<file path="config.mk">
export PLATFORM = sky130hd
export DESIGN_NAME = csr_indirect_window
export DESIGN_NICKNAME = d
export VERILOG_FILES = /design/src/rtl/csr_win_pkg.sv /design/src/rtl/csr_win_decode.sv /design/src/rtl/csr_win_sel_bank.sv /design/src/rtl/csr_win_route.sv /design/src/rtl/csr_indirect_window.sv
export SDC_FILE = /design/constraint.sdc
export NUM_CORES = 1
export LEC_CHECK = 0
export ABC_AREA = 1
export BUFFER_PORTS_ARGS = -buffer_cell sky130_fd_sc_hd__buf_2
export CELL_PAD_IN_SITES_DETAIL_PLACEMENT = 0
export CELL_PAD_IN_SITES_GLOBAL_PLACEMENT = 1
export CORE_AREA = 2 2 246 248
export CTS_BUF_LIST = sky130_fd_sc_hd__clkbuf_8
export CTS_CLUSTER_SIZE = 16
export DETAILED_ROUTE_END_ITERATION = 10
export DIE_AREA = 0 0 248 250
export GPL_TIMING_DRIVEN = 1
export PLACE_DENSITY = 0.43
export SETUP_SLACK_MARGIN = 0.05
export SYNTH_ARGS = -nofsm -noshare
export SYNTH_HDL_FRONTEND = slang
export SYNTH_SLANG_ARGS = --single-unit
</file>
<file path="constraint.sdc">
create_clock -name clk -period 2.9 [get_ports clk]
set_input_delay 0.58 -clock clk [delete_from_list [all_inputs] [get_ports clk]]
set_output_delay 0.58 -clock clk [all_outputs]
set_load 0.05 [all_outputs]
</file>
<file path="src/rtl/csr_win_pkg.sv">
package csr_win_pkg;

    localparam int CSR_NUM_W = 12;
    localparam int NUM_LVL   = 3;

    typedef enum logic [1:0] {
        FLT_NONE    = 2'd0,
        FLT_ILLEGAL = 2'd1,
        FLT_VIRT    = 2'd2
    } fault_e;

    typedef enum logic [1:0] {
        LVL_M  = 2'd0,
        LVL_S  = 2'd1,
        LVL_VS = 2'd2
    } level_e;

    typedef enum logic [1:0] {
        RT_NONE  = 2'd0,
        RT_PRIO  = 2'd1,
        RT_FILE  = 2'd2,
        RT_FAULT = 2'd3
    } route_e;

    localparam logic [CSR_NUM_W-1:0] CSRN_M_SEL   = 12'h350;
    localparam logic [CSR_NUM_W-1:0] CSRN_M_DATA  = 12'h351;
    localparam logic [CSR_NUM_W-1:0] CSRN_S_SEL   = 12'h150;
    localparam logic [CSR_NUM_W-1:0] CSRN_S_DATA  = 12'h151;
    localparam logic [CSR_NUM_W-1:0] CSRN_VS_SEL  = 12'h250;
    localparam logic [CSR_NUM_W-1:0] CSRN_VS_DATA = 12'h251;

endpackage

</file>
<file path="src/rtl/csr_win_decode.sv">
module csr_win_decode
    import csr_win_pkg::*;
(
    input  logic [CSR_NUM_W-1:0] csr_num,
    input  logic                 virt_on,
    output logic                 hit,
    output logic                 is_sel,
    output level_e               level,
    output logic                 vwin
);

    always_comb begin
        hit    = 1'b1;
        is_sel = 1'b0;
        level  = LVL_M;
        unique case (csr_num)
            CSRN_M_SEL: begin
                is_sel = 1'b1;
                level  = LVL_M;
            end
            CSRN_M_DATA: begin
                level  = LVL_M;
            end
            CSRN_S_SEL: begin
                is_sel = 1'b1;
                level  = virt_on ? LVL_VS : LVL_S;
            end
            CSRN_S_DATA: begin
                level  = virt_on ? LVL_VS : LVL_S;
            end
            CSRN_VS_SEL: begin
                is_sel = 1'b1;
                level  = LVL_VS;
            end
            CSRN_VS_DATA: begin
                level  = LVL_VS;
            end
            default: begin
                hit    = 1'b0;
            end
        endcase
        vwin = hit && (level == LVL_VS);
    end

endmodule

</file>
<file path="src/rtl/csr_win_sel_bank.sv">
module csr_win_sel_bank
    import csr_win_pkg::*;
#(
    parameter int SEL_W = 9
) (
    input  logic                             clk,
    input  logic                             rst_n,
    input  logic                             wr_en,
    input  level_e                           wr_level,
    input  logic [SEL_W-1:0]                 wdata,
    input  logic [SEL_W-1:0]                 wmask,
    output logic [NUM_LVL-1:0][SEL_W-1:0]    sel_q
);

    typedef struct packed {
        logic [NUM_LVL-1:0][SEL_W-1:0] sel;
    } bank_t;

    bank_t st_d, st_q;

    logic [NUM_LVL-1:0][SEL_W-1:0] merged;
    logic [NUM_LVL-1:0]            upd;

    for (genvar lv = 0; lv < NUM_LVL; lv++) begin : g_lvl
        assign merged[lv] = (st_q.sel[lv] & ~wmask) | (wdata & wmask);
        assign upd[lv]    = wr_en && (wr_level == 2'(lv)) && (|wmask);
    end

    always_comb begin
        st_d = st_q;
        for (int lv = 0; lv < NUM_LVL; lv++) begin
            if (upd[lv]) begin
                st_d.sel[lv] = merged[lv];
            end
        end
    end

    always_ff @(posedge clk or negedge rst_n) begin
        if (!rst_n) begin
            st_q <= '0;
        end else begin
            st_q <= st_d;
        end
    end

    assign sel_q = st_q.sel;

endmodule

</file>
<file path="src/rtl/csr_win_route.sv">
module csr_win_route
    import csr_win_pkg::*;
#(
    parameter int          SEL_W   = 9,
    parameter int          XLEN    = 64,
    parameter int          GUEST_W = 6,
    parameter int          GEILEN  = 15,
    parameter logic [8:0]  PRIO_LO = 9'h030,
    parameter logic [8:0]  PRIO_HI = 9'h03F,
    parameter logic [8:0]  FILE_LO = 9'h070,
    parameter logic [8:0]  FILE_HI = 9'h0FF
) (
    input  logic               access,
    input  level_e             level,
    input  logic [SEL_W-1:0]   isel,
    input  logic [GUEST_W-1:0] guest_idx,
    input  logic               file_present_m,
    input  logic               file_present_s,
    input  logic [XLEN-1:0]    prio_rdata,
    input  logic [XLEN-1:0]    file_rdata,
    input  logic               file_err,
    output logic               prio_req,
    output logic               file_req,
    output logic               data_fault,
    output logic [XLEN-1:0]    data_rdata
);

    localparam logic [GUEST_W-1:0] GUEST_MAX = GUEST_W'(GEILEN);
    localparam bit                 WIDE      = (XLEN == 64);

    logic   in_prio, in_file, present, guest_bad;
    route_e route;

    assign in_prio   = (isel >= SEL_W'(PRIO_LO)) && (isel <= SEL_W'(PRIO_HI));
    assign in_file   = (isel >= SEL_W'(FILE_LO)) && (isel <= SEL_W'(FILE_HI));
    assign present   = (level == LVL_M) ? file_present_m : file_present_s;
    assign guest_bad = (guest_idx == '0) || (guest_idx > GUEST_MAX);

    always_comb begin
        route = RT_NONE;
        if (access) begin
            if (in_prio) begin
                if (level == LVL_VS) begin
                    route = RT_FAULT;
                end else if (WIDE && isel[0]) begin
                    route = RT_FAULT;
                end else begin
                    route = RT_PRIO;
                end
            end else if (in_file) begin
                if (!present) begin
                    route = RT_FAULT;
                end else if ((level == LVL_VS) && guest_bad) begin
                    route = RT_FAULT;
                end else begin
                    route = RT_FILE;
                end
            end else begin
                route = RT_FAULT;
            end
        end
    end

    always_comb begin
        prio_req   = (route == RT_PRIO);
        file_req   = (route == RT_FILE);
        data_fault = (route == RT_FAULT) || (file_req && file_err);
        data_rdata = '0;
        if (prio_req) begin
            data_rdata = prio_rdata;
        end else if (file_req && !file_err) begin
            data_rdata = file_rdata;
        end
    end

endmodule

</file>
<file path="src/rtl/csr_indirect_window.sv">
module csr_indirect_window
    import csr_win_pkg::*;
#(
    parameter int SEL_W   = 9,
    parameter int XLEN    = 64,
    parameter int GUEST_W = 6,
    parameter int GEILEN  = 15
) (
    input  logic                 clk,
    input  logic                 rst_n,
    input  logic                 csr_valid,
    input  logic [11:0]          csr_num,
    input  logic [XLEN-1:0]      csr_wdata,
    input  logic [XLEN-1:0]      csr_wmask,
    input  logic                 virt_on,
    input  logic [GUEST_W-1:0]   guest_idx,
    input  logic                 file_present_m,
    input  logic                 file_present_s,
    output logic [XLEN-1:0]      csr_rdata,
    output logic [1:0]           csr_fault,
    output logic                 prio_req,
    output logic                 prio_level,
    output logic [SEL_W-1:0]     prio_isel,
    output logic [XLEN-1:0]      prio_wdata,
    output logic [XLEN-1:0]      prio_wmask,
    input  logic [XLEN-1:0]      prio_rdata,
    output logic                 file_req,
    output logic [SEL_W-1:0]     file_isel,
    output logic                 file_priv_m,
    output logic                 file_virt,
    output logic [GUEST_W-1:0]   file_guest,
    output logic [1:0]           file_xlen,
    output logic [XLEN-1:0]      file_wdata,
    output logic [XLEN-1:0]      file_wmask,
    input  logic [XLEN-1:0]      file_rdata,
    input  logic                 file_err
);

    localparam logic [1:0] XLEN_CODE = (XLEN == 64) ? 2'd2 : 2'd1;

    logic                          hit, is_sel, vwin;
    level_e                        level;
    logic [NUM_LVL-1:0][SEL_W-1:0] sel_q;
    logic [SEL_W-1:0]              isel;
    logic                          data_fault;
    logic [XLEN-1:0]               data_rdata;
    logic                          sel_wr, data_acc;

    csr_win_decode i_decode (
        .csr_num (csr_num),
        .virt_on (virt_on),
        .hit     (hit),
        .is_sel  (is_sel),
        .level   (level),
        .vwin    (vwin)
    );

    assign sel_wr   = csr_valid && hit && is_sel;
    assign data_acc = csr_valid && hit && !is_sel;

    csr_win_sel_bank #(.SEL_W(SEL_W)) i_bank (
        .clk      (clk),
        .rst_n    (rst_n),
        .wr_en    (sel_wr),
        .wr_level (level),
        .wdata    (csr_wdata[SEL_W-1:0]),
        .wmask    (csr_wmask[SEL_W-1:0]),
        .sel_q    (sel_q)
    );

    assign isel = sel_q[level];

    csr_win_route #(
        .SEL_W   (SEL_W),
        .XLEN    (XLEN),
        .GUEST_W (GUEST_W),
        .GEILEN  (GEILEN)
    ) i_route (
        .access         (data_acc),
        .level          (level),
        .isel           (isel),
        .guest_idx      (guest_idx),
        .file_present_m (file_present_m),
        .file_present_s (file_present_s),
        .prio_rdata     (prio_rdata),
        .file_rdata     (file_rdata),
        .file_err       (file_err),
        .prio_req       (prio_req),
        .file_req       (file_req),
        .data_fault     (data_fault),
        .data_rdata     (data_rdata)
    );

    always_comb begin
        csr_fault = FLT_NONE;
        csr_rdata = '0;
        if (csr_valid) begin
            if (!hit) begin
                csr_fault = FLT_ILLEGAL;
            end else if (is_sel) begin
                csr_rdata = XLEN'(isel);
            end else if (data_fault) begin
                csr_fault = (virt_on && vwin) ? FLT_VIRT : FLT_ILLEGAL;
            end else begin
                csr_rdata = data_rdata;
            end
        end
    end

    assign prio_level  = (level != LVL_M);
    assign prio_isel   = isel;
    assign prio_wdata  = csr_wdata;
    assign prio_wmask  = csr_wmask;
    assign file_isel   = isel;
    assign file_priv_m = (level == LVL_M);
    assign file_virt   = (level == LVL_VS);
    assign file_guest  = (level == LVL_VS) ? guest_idx : '0;
    assign file_xlen   = XLEN_CODE;
    assign file_wdata  = csr_wdata;
    assign file_wmask  = csr_wmask;

endmodule

</file>
# Word-level counts from Yosys, hierarchy flattened
# Cells that the tools add are included.
[word_totals] reg_bits=27 output_inout_bits=353 inputBits=281 elab_cells=82
[classes] reduce_logical=28 eq_ne=11 n_mux=26 bitwise=8 n_lt_le_gt_ge=6
[ops] op="64-bit 2-to-1 mux" n=6
[ops] op="12-bit by 10-bit equality test with 1-bit output (second input constant)" n=4
[ops] op="9-bit AND" n=4
[ops] op="9-bit OR" n=3
[ops] op="12-bit by 9-bit equality test with 1-bit output (second input constant)" n=2
[ops] op="2-bit 2-to-1 mux" n=12
[ops] op="9-bit binary-select mux with 2-bit select" n=1
[ops] op="1-bit logical AND" n=16
[ops] op="9-bit by 6-bit >= comparator with 1-bit output (second input constant)" n=1
[ops] op="9-bit by 7-bit >= comparator with 1-bit output (second input constant)" n=1
[ops] op="9-bit by 6-bit <= comparator with 1-bit output (second input constant)" n=1
[ops] op="9-bit by 8-bit <= comparator with 1-bit output (second input constant)" n=1
[ops] op="9-bit 2-to-1 mux" n=1
[ops] op="9-bit inverter" n=1
[ops] op="9-bit OR reduction" n=1
[ops] op="2-bit equality test (second input constant)" n=3
[ops] op="6-bit by 4-bit > comparator with 1-bit output (second input constant)" n=1
[ops] op="6-bit logical NOT" n=1
[ops] op="6-bit 2-to-1 mux" n=1
[ops] op="6-bit OR reduction" n=1
[ops] op="2-bit by 1-bit equality test with 1-bit output (second input constant)" n=2
[ops] op="1-bit 2-to-1 mux" n=4
[ops] op="2-bit case mux with 2 select lines" n=1
[ops] op="2-bit OR reduction" n=2
[ops] op="other kinds (6)" n=8

# Longest topological paths before layout
# Gate-level depths: netlist (run 1).
[depth] depth_word=18 depth_mapped=17

# Cells and area by module
# Synthesis (run 1) repeated with hierarchy kept, for this count alone.
[unflattened] cells_unflattened=928 area_unflattened_um2=6038.3
[modules_own_cells] module="csr_indirect_window" cells_per_inst=506 n_inst=1 area_each_um2=3407.0
[modules_own_cells] module="csr_win_sel_bank" cells_per_inst=146 n_inst=1 area_each_um2=1248.7
[modules_own_cells] module="csr_win_route" cells_per_inst=249 n_inst=1 area_each_um2=1242.4
[modules_own_cells] module="csr_win_decode" cells_per_inst=27 n_inst=1 area_each_um2=140.1

# Worst setup path after synthesis (run 1)
# OpenSTA, ideal clock, no wires.
[synth_timing] path_kind="input port to output port" startpoint="input port csr_num[10]" endpoint="output port csr_fault[1]" stages=13 slack_ns=-1.637 arrival_time_ns=3.957 path_cell_list="inv_1 -> nand2_1 -> nor2_1 -> o21ai_2 -> nand2_1 -> nand3_2 -> nor2_1 -> nand2_2 -> nor2_8 -> nor2_8 -> nand2_2 -> buf_2 -> nor4_1"
[synth_via] word_cells_on_any_way=46 classes_between="4 x order compare; 9 x eq/ne; 18 x mux; 15 x reduce/logical"
[synth_rtl] item="start, declared" line="csr_indirect_window.sv:12" text="input logic [11:0] csr_num,"
[synth_rtl] item="12-bit by 10-bit equality test with 1-bit output or 12-bit by 9-bit equality test with 1-bit output (tied branches)" line="csr_win_decode.sv:16" text="unique case (csr_num)"
[synth_rtl] item="2-bit OR reduction (no source line)"
[synth_rtl] item="2-bit case mux with 2 select lines (*)" line="csr_win_decode.sv:16"
[synth_rtl] item="2-bit logical NOT (*)"
[synth_rtl] item="named net file_priv_m" line="csr_indirect_window.sv:29" text="output logic file_priv_m,"
[synth_rtl] item="1-bit 2-to-1 mux (*)" line="csr_win_route.sv:36" text="assign present = (level == LVL_M) ? file_present_m : file_present_s;"
[synth_rtl] item="2-bit 2-to-1 mux (*)" line="csr_win_route.sv:51" text="if (!present) begin"
[synth_rtl] item="2-bit 2-to-1 mux (*)" line="csr_win_route.sv:50" text="end else if (in_file) begin"
[synth_rtl] item="2-bit 2-to-1 mux (*)" line="csr_win_route.sv:42" text="if (in_prio) begin"
[synth_rtl] item="2-bit 2-to-1 mux (*)" line="csr_win_route.sv:41" text="if (access) begin"
[synth_rtl] item="2-bit equality test" line="csr_win_route.sv:66" text="file_req = (route == RT_FILE);"
[synth_rtl] item="1-bit logical AND" line="csr_win_route.sv:67" text="data_fault = (route == RT_FAULT) || (file_req && file_err);"
[synth_rtl] item="1-bit logical OR (*)" line="csr_win_route.sv:67"
[synth_rtl] item="2-bit 2-to-1 mux (*)" line="csr_indirect_window.sv:102" text="end else if (data_fault) begin"
[synth_rtl] item="2-bit 2-to-1 mux (*)" line="csr_indirect_window.sv:100" text="end else if (is_sel) begin"
[synth_rtl] item="2-bit 2-to-1 mux (*)" line="csr_indirect_window.sv:98" text="if (!hit) begin"
[synth_rtl] item="2-bit 2-to-1 mux (*)" line="csr_indirect_window.sv:97" text="if (csr_valid) begin"
[synth_rtl] item="end, declared" line="csr_indirect_window.sv:20" text="output logic [1:0] csr_fault,"
# Mark *: on every way through the listed nets, which the timed path passes. The rest lies on a longest branch. The select of a mux whose other input is x is not followed.

# Worst setup path after layout (run 1)
[layout_timing] startpoint="input port csr_num[5]" endpoint="output port csr_rdata[13]"
[layout_via] elab_chain_cells=18 word_cells_on_any_way=47 classes_between="4 x order compare; 10 x eq/ne; 19 x mux; 14 x reduce/logical"
[layout_rtl] item="12-bit by 10-bit equality test with 1-bit output or 12-bit by 9-bit equality test with 1-bit output (tied branches)" line="csr_win_decode.sv:16"
[layout_rtl] item="2-bit OR reduction (no source line)"
[layout_rtl] item="2-bit case mux with 2 select lines" line="csr_win_decode.sv:16"
[layout_rtl] item="9-bit binary-select mux with 2-bit select or 2-bit equality test (tied branches)" line="csr_indirect_window.sv:71, csr_win_route.sv:43, csr_win_route.sv:53"
[layout_rtl] item="9-bit 2-to-1 mux (not written as such) or 1-bit logical AND (tied branches)" line="csr_indirect_window.sv:71, csr_win_route.sv:53"
[layout_rtl] item="9-bit by 7-bit >= comparator with 1-bit output (tied with other cells)" line="csr_win_route.sv:35" text="assign in_file = (isel >= SEL_W'(FILE_LO)) && (isel <= SEL_W'(FILE_HI));"
[layout_rtl] item="1-bit logical AND or 2-bit 2-to-1 mux (tied branches)" line="csr_win_route.sv:35, csr_win_route.sv:51"
[layout_rtl] item="2-bit 2-to-1 mux" line="csr_win_route.sv:50"
[layout_rtl] item="[2 not listed]"
[layout_rtl] item="2-bit equality test" line="csr_win_route.sv:66"
[layout_rtl] item="1-bit logical AND" line="csr_win_route.sv:71" text="end else if (file_req && !file_err) begin"
[layout_rtl] item="64-bit 2-to-1 mux" line="csr_win_route.sv:71"
[layout_rtl] item="64-bit 2-to-1 mux" line="csr_win_route.sv:69" text="if (prio_req) begin"
[layout_rtl] item="64-bit 2-to-1 mux" line="csr_indirect_window.sv:102"
[layout_rtl] item="64-bit 2-to-1 mux" line="csr_indirect_window.sv:100"
[layout_rtl] item="64-bit 2-to-1 mux (*)" line="csr_indirect_window.sv:98"
[layout_rtl] item="64-bit 2-to-1 mux (*)" line="csr_indirect_window.sv:97"
[layout_rtl] item="end, declared" line="csr_indirect_window.sv:19" text="output logic [XLEN-1:0] csr_rdata,"
# Mark *: on every way between the ends. The rest lies on a longest branch, timed or not. The select of a mux whose other input is x is not followed.

==> summary.md, run 1 <==
| Metric | Value |
|---|---|
| Clk root buf | clkbuf_8 |
| Worst vdd ir | 0.157 mV |
| Unrepaired setup endpoints after global routing | true |
| Area Overhead vs Synth | 77.4% |
| Yosys cell types | 33 |
| Slew HR | 0.546 |
| GP Congestion | 0.769 |
| Clock Latency Late Sink | 0.28 ns |
| Worst-path clk slew | 0.10 ns |
| Yosys warning count | 0 |
| Cells along the critical path | buf_8 -> nor2_4 -> nand2_4 -> nor2_8 -> buf_12 -> nand3_4 -> nand2_4 -> nand3_4 -> nor2_4 -> nand2_4 -> nor2_8 -> nor2_8 -> inv_4 -> nor2_4 -> buf_12 -> buf_16 -> buf_12 -> buf_8 -> nand2_4 -> nand2_8 -> buf_8 |
| Global-route wire length before repair | 39000 um |
| Place WS | -0.800 ns |
| Crit path max-delay cell type | nor2_8 |
| Critical Path Most Common Cell | nand2_4 |
| CP max stage delay | 0.15 ns |
| Pre-antenna DRT Iters | 4 |
| Worst Path Required | 2.32 ns |
| Final Max Slew Viols | 0 |
| DR vias | 5297 |
| Pin count of the biggest net entering global routing | 34 |
| ANT nets after route | 0 |
| Die H | 250 um |
| CTS tree | yes |
| Max-cap viol count | 0 |
| CP startpoint kind | primary input |
| Final TNS setup | -29.39 ns |
| Die area | 0.0620 mm^2 |
| # DRC | 0 |
| Final Hold Viols | 0 |
| Diode count | 0 |
| Synth top area cells | buf_4 40%, nand2_1 16%, dfrtp_1 13%, inv_1 4.1%, nand3_1 3.2% |
| DP Wirelength | 22700 um |
| Die Width | 248 um |
| P_leak | 4.44 nW |
| Initial core utilization | 0.0866 |
| HP Class | primary input to async pin |
| CP Class | primary input to output port |
| WL/cell | 17.6 um |
| Vias in the first global route | 5455 |
| # setup viols final | 70 |
| CTS Buffer Depth | 2 |
| Post-synth top area cell | buf_4 |
| Share of layout cells above drive strength 1 | 0.704 |
| FF-to-FF setup slack | 2.06 ns |
| Area post-placement | 0.00703 mm^2 |
| H-tree Lvls | 1 |
| Top cell type's share of synthesized area | 0.396 |
| Max Freq | 0.294 GHz |
| Clock skew | 0 ns |
| Synth Net Count | 1079 |
| Crit-path max FO | 7 |
| Arrival time at the worst endpoint | 2.83 ns |
| Row cnt | 90 |
| Core ar. | 0.0596 mm^2 |
| DRT iter0 DRCs | 155 |
| DR vias/cell | 3.11 |
| Violated checks | negative setup slack |
| Final-stage net count | 1202 |
| I/O pin count | 634 |
| Min Tclk post-route | 3.41 ns |
| Worst slew pin tran | 0.681 ns |
| Final period utilization | 1.17 |
| Sequential area share after synthesis | 0.131 |
| WL final | 29900 um |
| Total Routing Usage GR | 0.0875 |
| # clock sinks | 27 |
| Mapped Cells | 798 |
| Initial antenna violation count | 4 |
| Status | finished with violations |
| Total power | 1.02 mW |
| Mapped cell area | 0.00516 mm^2 |
| Endpoint class of the critical path | output port |
| Placed insts | 1653 |
| GRT overflow | 0 |
| Hold buffer count at cts | 0 |
| Seq cells post-synth | 27 |
| Final Worst Setup Slack | -0.506 ns |
| Synth Area per Inst | 6.47 um^2 |
| I/O Buffers | 301 |
| CTS buffer count | 3 |
| Fin area | 0.00915 mm^2 |
| Number of standard cells in the layout, taps in and fillers out | 1702 |
| Power Dens Cells | 112 mW/mm^2 |
[layout make-up]
type	count	area, um^2
Clock buffer	3	41.3
Clock inverter	1	5.00
Fill cell	6791	50400
Inverter	62	268
Multi-Input combinational cell	419	3560
Sequential cell	27	676
Tap cell	782	978
Timing Repair Buffer	408	3630
[placed cells by master (no fill, tap or decap), types with 4 or more instances in the layout]
cell type	count
buf_2	219
nand2_1	91
nand2_4	88
buf_4	64
inv_1	51
nand2_2	51
buf_8	48
buf_6	36
dfrtp_1	27
buf_12	26
a21oi_4	23
nand3b_1	22
nand3_1	19
nor2_1	16
nand3_4	14
nor2_4	14
mux2i_1	13
o21ai_0	11
buf_16	11
nand2_8	10
nand3_2	7
inv_2	6
a21oi_1	5
o21ai_4	4
nand4_1	4
or2_2	4
clkbuf_16	4
[timing repair]
action | 4_1_cts | 5_1_grt
pin swaps | 49 | 30
gates cloned | 10 | 5
gates resized for setup | 322 | 81
buffers inserted | 19 | 14
setup endpoints to repair | 76 | 76
[metrics by stage]
stage,hold slack (ns),util
6_report,0.317,0.154
5_1_grt,0.365,0.154
4_1_cts,0.337,0.146
3_5_place_dp,0.472,0.118
3_3_place_gp,0.472,0.118
2_1_floorplan,0.284,-
[worst max-delay path: cells and delay by family]
kind / cells / cell delay, ns
buffers and inverters: 8 / 0.99
AND/OR/NAND/NOR: 13 / 1.23
[synth_stat cells]
cell      instances
buf_4           272
nand2_1         220
inv_1            56
nand3_1          33
dfrtp_1          27
nor2_1           27
a21oi_1          22
nand3b_1         22
nand2_2          18
o21ai_0          17
mux2i_1          13
buf_2             7
clkbuf_1          7
a21oi_2           6
inv_2             6
nand3_2           6
or2_2             5
nand4_1           4
nor4_1            4
nor2_2            3
nor2_4            3
nor2_8            3
buf_1             2
buf_6             2
conb_1            2
mux2_1            2
nand2_4           2
o211ai_1          2
mux2_2            1
nand3_4           1
nor3_1            1
o21ai_2           1
o22ai_1           1
[kinds of logic after synthesis]
family	synth area share
other cells	0.00146
mux	0.0318
flops	0.131
buf+inv	0.459
simple gates	0.323
compound gates	0.0538
[worst paths after layout]
kind	start	endpoint	depth (start not counted)
max	csr_num[5]	csr_rdata[13]	21
max in group asynchronous	rst_n	async pin	1
min in group clk	flop	flop	2
min reg2reg	flop	flop	2
min	rst_n	async pin	1
max reg2reg	flop	flop	1
[per-layer routing]
layer | vias up | wire length (um) | global-route usage
met5 | - | 120 | 0.0127
met4 | 8 | 989 | 0.0299
met3 | 80 | 3070 | 0.0327
met2 | 355 | 13200 | 0.137
met1 | 2406 | 12500 | 0.108
li1 | 2448 | - | -
[report_power, final]
part           switching, mW  internal, mW
clock network          0.135        0.0969
registers           0.000385         0.377
logic                  0.260         0.151
Note: power is estimated with default switching activity, not from simulation.
==> run 2: changes to the inputs <==
--- a/config.mk
+++ b/config.mk
@@ -5,17 +5,17 @@
 export SDC_FILE = /design/constraint.sdc
 export NUM_CORES = 1
 export LEC_CHECK = 0
-export ABC_AREA = 1
+export ABC_AREA = 0
 export BUFFER_PORTS_ARGS = -buffer_cell sky130_fd_sc_hd__buf_2
 export CELL_PAD_IN_SITES_DETAIL_PLACEMENT = 0
 export CELL_PAD_IN_SITES_GLOBAL_PLACEMENT = 1
-export CORE_AREA = 2 2 246 248
+export CORE_AREA = 2 2 245 247
 export CTS_BUF_LIST = sky130_fd_sc_hd__clkbuf_8
 export CTS_CLUSTER_SIZE = 16
 export DETAILED_ROUTE_END_ITERATION = 10
-export DIE_AREA = 0 0 248 250
+export DIE_AREA = 0 0 247 249
 export GPL_TIMING_DRIVEN = 1
-export PLACE_DENSITY = 0.43
+export PLACE_DENSITY = 0.4
 export SETUP_SLACK_MARGIN = 0.05
 export SYNTH_ARGS = -nofsm -noshare
 export SYNTH_HDL_FRONTEND = slang
==> summary.md, run 2 <==
| Metric | Value |
|---|---|
| GP Congestion | 0.739 |
| Power Dens Cells | 128 mW/mm^2 |
| Final Max Slew Viols | 0 |
| Unrepaired setup endpoints after global routing | true |
| # setup viols final | 98 |
| DR vias | 4372 |
| Slew HR | 0.560 |
| Top FF cell, synth | dfrtp_1 |
| EDFF count, synth | 0 |
| Synth Area per Inst | 8.40 um^2 |
| Total Routing Usage GR | 0.0932 |
| Initial core utilization | 0.0776 |
| CTS tree | yes |
| Pin count of the biggest net entering global routing | 28 |
| Die H | 249 um |
| Yosys cell types | 50 |
| Arrival time at the worst endpoint | 3.20 ns |
| Final-layout fill cell count | 6636 |
| Sequential area share after synthesis | 0.148 |
| WL final | 31000 um |
| DP Wirelength | 26500 um |
| Yosys warning count | 0 |
| Top cell type's share of synthesized area | 0.445 |
| Most frequent cells after synthesis | 270 x buf_4, 55 x a22o_1, 35 x nand2_1, 27 x dfrtp_1, 27 x mux2_1 |
| Final-stage net count | 950 |
| I/O Buffers | 301 |
| GRT overflow | 0 |
| CP Class | primary input to output port |
| Final Worst Setup Slack | -0.876 ns |
| WL/cell | 21.5 um |
| Final period utilization | 1.30 |
| Max-cap viol count | 0 |
| Fin area | 0.00791 mm^2 |
| Area post-placement | 0.00635 mm^2 |
| DR vias/cell | 3.03 |
| Asr flop ratio synth | 1.00 |
| I/O pin count | 634 |
| Reg2reg path depth | 2 |
| CTS Buffer Depth | 2 |
| Row cnt | 89 |
| FF-to-FF setup slack | 2.00 ns |
| Min Tclk post-route | 3.78 ns |
| Clock Latency Late Sink | 0.27 ns |
| Status | finished with violations |
| Post-synth top area cell | buf_4 |
| Worst slew pin tran | 0.659 ns |
| Worst Path Required | 2.32 ns |
| Mapped Cells | 542 |
| ANT nets after route | 0 |
| HP Class | primary input to async pin |
| Max Freq | 0.265 GHz |
| Commonest cells after routing, fill and taps aside | 206 x buf_2, 61 x buf_4, 58 x buf_6 |
| Synth top area cells | buf_4 45%, dfrtp_1 15%, a22o_1 11%, mux2_1 6.7%, nand2_1 2.9% |
| Global-route wire length before repair | 39400 um |
| Clock skew | 0 ns |
| Share of layout cells above drive strength 1 | 0.823 |
| Clk root buf | clkbuf_8 |
| Worst-path clk slew | 0.10 ns |
| Synth Net Count | 823 |
| Hold buffer count at cts | 0 |
| Fin Hold WS | 0.330 ns |
| Violated checks | negative setup slack |
| Seq cells post-synth | 27 |
| Cell with the most instances after synthesis | buf_4 |
| DRT iter0 DRCs | 137 |
| Die area | 0.0615 mm^2 |
| Pre-antenna DRT Iters | 4 |
| Final Hold Viols | 0 |
| Area Overhead vs Synth | 73.8% |
| # DRC | 0 |
| CP startpoint kind | primary input |
| H-tree Lvls | 1 |
| Core ar. | 0.0587 mm^2 |
| Die Width | 247 um |
| Most common cell after layout, fill and taps aside | buf_2 |
| Initial antenna violation count | 11 |
| P_leak | 3.62 nW |
| Crit-path max FO | 8 |
| CTS buffer count | 3 |
| # clock sinks | 27 |
| Vias in the first global route | 4589 |
| Endpoint class of the critical path | output port |
| Mapped cell area | 0.00455 mm^2 |
| Worst vdd ir | 0.152 mV |
==> run 2: changes by cell type after synthesis, sizes merged, moves of 12 or more <==
cell / previous run / this run
nand2: 240 / 35
inv: 62 / 4
a22o: 0 / 55
nand3: 40 / 5
a21oi: 28 / 3
mux2: 3 / 27
nor2: 36 / 12
nand3b: 22 / 1
mux2i: 13 / 1
==> run 2: critical path: stages <==
cell and delay [ns]:
buf_8 0.10, or4_4 0.62, o41a_1 0.37, a221o_2 0.32
a31o_1 0.20, nor4b_4 0.14, buf_6 0.16, buf_12 0.15
a221o_2 0.37, buf_12 0.16
==> run 2: worst max-delay path by stage <==
stage                 from            end  cells after the start
2_1_floorplan   csr_num[3]  csr_rdata[54]                     10
3_3_place_gp    csr_num[3]  csr_rdata[30]                     11
3_5_place_dp    csr_num[3]  csr_rdata[30]                     11
4_1_cts        csr_num[10]   csr_rdata[6]                     10
5_1_grt         csr_num[2]   csr_rdata[6]                     10
6_report        csr_num[2]   csr_rdata[6]                     10
==> run 2: per-stage QoR <==
step                      setup TNS [ns]  total power [mW]  std cells  utilization  setup WS (ns)
final                             -59.46              1.01       1445        0.135         -0.876
after CTS                         -59.82              1.03       1436        0.131         -0.905
after global placement            -87.09             0.784       1407        0.108          -1.09
after global routing              -65.84              1.06       1444        0.135         -0.941
after detailed placement          -87.59             0.786       1407        0.108          -1.09
after floorplan                   -73.60              1.39        542            -          -1.06
==> run 2: power by group <==
part / total [mW] / switching, mW / internal (mW) / leakage [nW]
clock: 0.217 / 0.121 / 0.0963 / 0.0255
combinational: 0.418 / 0.271 / 0.148 / 3.22
sequential: 0.378 / 0.000932 / 0.377 / 0.377
total: 1.01 / 0.393 / 0.621 / 3.62
==> run 2: final cells by class <==
cell class	instances	area (um^2)	share of cell area
multi-input combinational	223	2590	0.327
sequential	27	676	0.0854
tap	773	967	0.122
clock buffer	3	41.3	0.00522
antenna	4	10.0	0.00127
inverter	4	31.3	0.00395
clock inverter	1	5.00	0.000633
timing repair buffer	410	3590	0.454
==> run 2: timing repair <==
action                                  CTS  global route
gates cloned                              4             0
endpoints found under the setup margin  120           111
pin swaps                                20            20
resized for setup                       288            45
buffers inserted                         26             8
==> run 2: per-layer routing <==
layer,global-route usage,up-vias,share of wire
li1,-,1877,-
met1,0.0899,1996,0.33
met2,0.173,459,0.52
met3,0.0504,36,0.14
met4,0.0177,4,0.016
met5,0.00874,-,0.0026
==> run 2: cells by family (layout without fill, tap and decap cells) <==
family,Yosys count,in the layout,synth area share
flip-flops,27,27,0.148
AND/OR/NAND/NOR,97,98,0.121
multiplexers,28,28,0.0690
buffers and inverters,293,418,0.477
other,2,6,0.00165
XOR/XNOR,1,1,0.00192
AO/OA/AOI/OAI,94,94,0.181
==> run 3: changes to the inputs <==
--- a/config.mk
+++ b/config.mk
@@ -9,11 +9,11 @@
 export BUFFER_PORTS_ARGS = -buffer_cell sky130_fd_sc_hd__buf_2
 export CELL_PAD_IN_SITES_DETAIL_PLACEMENT = 0
 export CELL_PAD_IN_SITES_GLOBAL_PLACEMENT = 1
-export CORE_AREA = 2 2 245 247
+export CORE_AREA = 2 2 247 249
 export CTS_BUF_LIST = sky130_fd_sc_hd__clkbuf_8
 export CTS_CLUSTER_SIZE = 16
 export DETAILED_ROUTE_END_ITERATION = 10
-export DIE_AREA = 0 0 247 249
+export DIE_AREA = 0 0 249 251
 export GPL_TIMING_DRIVEN = 1
 export PLACE_DENSITY = 0.4
 export SETUP_SLACK_MARGIN = 0.05
==> constraint.sdc (replaced) <==
create_clock -name clk -period 4.4 [get_ports clk]
set_input_delay 0.88 -clock clk [delete_from_list [all_inputs] [get_ports clk]]
set_output_delay 0.88 -clock clk [all_outputs]
set_load 0.05 [all_outputs]
==> summary.md, run 3 (synthesis results as in run 2) <==
| Metric | Value |
|---|---|
| Final period utilization | 1.02 |
| Final Hold Viols | 0 |
| GP Congestion | 0.763 |
| Final Max Slew Viols | 0 |
| Sequential Area | 676 um^2 |
| Max-cap viol count | 0 |
| Internal | 0.396 mW |
| Die area | 0.0625 mm^2 |
| Commonest cells after routing, fill and taps aside | 232 x buf_2, 62 x buf_8, 55 x a22o_4 |
| Total power | 0.642 mW |
| CTS tree | yes |
| Share of layout cells above drive strength 1 | 0.739 |
| Clock skew | 0 ns |
| Initial core utilization | 0.0761 |
| P_leak | 3.30 nW |
| DR vias | 4212 |
| Core ar. | 0.0598 mm^2 |
| Switch share | 0.382 |
| WL final | 26900 um |
| Status | finished with violations |
| # clock sinks | 27 |
| Min Tclk post-route | 4.49 ns |
| Pin count of the biggest net entering global routing | 28 |
| Die H | 251 um |
| Reg power frac | 0.388 |
| DRT iter0 DRCs | 141 |
| CP Class | primary input to output port |
| H-tree Lvls | 1 |
| Die Width | 249 um |
| Clock power share | 0.220 |
| Final Worst Setup Slack | -0.0933 ns |
| Total net switching power | 0.245 mW |
| # setup viols final | 5 |
| Final-stage net count | 913 |
| Diode count | 0 |
| Global-route wire length before repair | 33500 um |
| Clk root buf | clkbuf_8 |
| HP Class | flop to flop |
| DP Wirelength | 21700 um |
| Most common cell after layout, fill and taps aside | buf_2 |
| Final-layout fill cell count | 6865 |
| I/O pin count | 634 |
| Clock Latency Late Sink | 0.27 ns |
| CP startpoint kind | primary input |
| Total Routing Usage GR | 0.0745 |
| CTS buffer count | 3 |
| Final TNS setup | -0.358 ns |
| Initial antenna violation count | 4 |
| Worst vdd ir | 0.0928 mV |
| CTS Buffer Depth | 2 |
| WL/cell | 19.0 um |
| Endpoint class of the critical path | output port |
| Power Dens Cells | 91.1 mW/mm^2 |
| Slew HR | 0.566 |
| Crit-path max FO | 5 |
| # DRC | 0 |
| GRT overflow | 0 |
| Power share of the combinational group | 0.392 |
| Arrival time at the worst endpoint | 3.61 ns |
| ANT nets after route | 0 |
| Worst slew pin tran | 0.652 ns |
| Worst Path Required | 3.52 ns |
| Unrepaired setup endpoints after global routing | true |
| Hold buffer count at cts | 0 |
| I/O Buffers | 301 |
| Max Freq | 0.223 GHz |
| Pre-antenna DRT Iters | 5 |
| Violated checks | negative setup slack |
| Row cnt | 90 |
| DR vias/cell | 2.98 |
| Area Overhead vs Synth | 54.7% |
| Multi-input gate area | 0.00228 mm^2 |
| Vias in the first global route | 4232 |
| Worst-path clk slew | 0.09 ns |
[run 3: what timing repair did]
| action | CTS | global route |
|---|---|---|
| pin swaps | 1 | 12 |
| setup endpoints to repair | 65 | 67 |
| cloned | 0 | 9 |
| gates resized for setup | 116 | 84 |
| endpoints found under the hold margin | 0 | 0 |
| setup buffers | 0 | 11 |
[run 3: worst paths after layout]
| kind | start | end | slack, ns | cells past startpoint |
|---|---|---|---|---|
| max | csr_num[3] | csr_rdata[0] | -0.09 | 13 |
| min | flop | flop | 0.50 | 1 |
| max reg2reg | flop | flop | 3.55 | 1 |
| min reg2reg | flop | flop | 0.50 | 1 |
| max in group asynchronous | rst_n | async pin | 3.36 | 1 |
| min in group asynchronous | rst_n | async pin | 0.63 | 1 |
[run 3: per-stage QoR]
stage | setup slack [ns] | hold WS [ns] | cell area [um^2] | util | instances
after floorplan | -0.161 | 0.455 | 5120 | - | 542
after global placement | -0.0620 | 0.473 | 6040 | 0.101 | 1389
after detailed placement | -0.0672 | 0.478 | 6040 | 0.101 | 1389
after CTS | -0.0525 | 0.500 | 6440 | 0.108 | 1393
after global routing | -0.176 | 0.529 | 7040 | 0.118 | 1413
final | -0.0933 | 0.499 | 7040 | 0.118 | 1413
[run 3: power by group through the flow]
| stage | Sequential [mW] | Clock, mW | Combinational (mW) |
|---|---|---|---|
| floorplan | 0.254 | 0 | 0.663 |
| global placement | 0.254 | 0 | 0.244 |
| detailed placement | 0.254 | 0 | 0.245 |
| CTS | 0.249 | 0.146 | 0.247 |
| global route | 0.249 | 0.156 | 0.266 |
| finish | 0.249 | 0.141 | 0.252 |
[run 3: layout make-up]
type                       count  share of cell area
tap                          782               0.139
multi-input combinational    223               0.324
inverter                       4             0.00409
sequential                    27              0.0960
clock inverter                 1            0.000533
timing repair buffer         373               0.430
clock buffer                   3             0.00586
[run 3: critical path, stage by stage]
cell and delay, ns:
buf_8 0.10, buf_12 0.11, or4_4 0.58, nor3_1 0.20, buf_4 0.16, o21ai_0 0.15, a31o_1 0.27, nor4b_4 0.14
buf_4 0.16, buf_6 0.13, clkbuf_16 0.17, a221o_2 0.40, buf_8 0.16
[run 3: metal layers]
layer | track usage | part of all wire | up-vias
li1 | - | - | 1804
met1 | 0.0798 | 0.36 | 1927
met2 | 0.129 | 0.49 | 424
met3 | 0.0381 | 0.12 | 51
met4 | 0.0184 | 0.027 | 6
met5 | 0 | 0.0015 | -
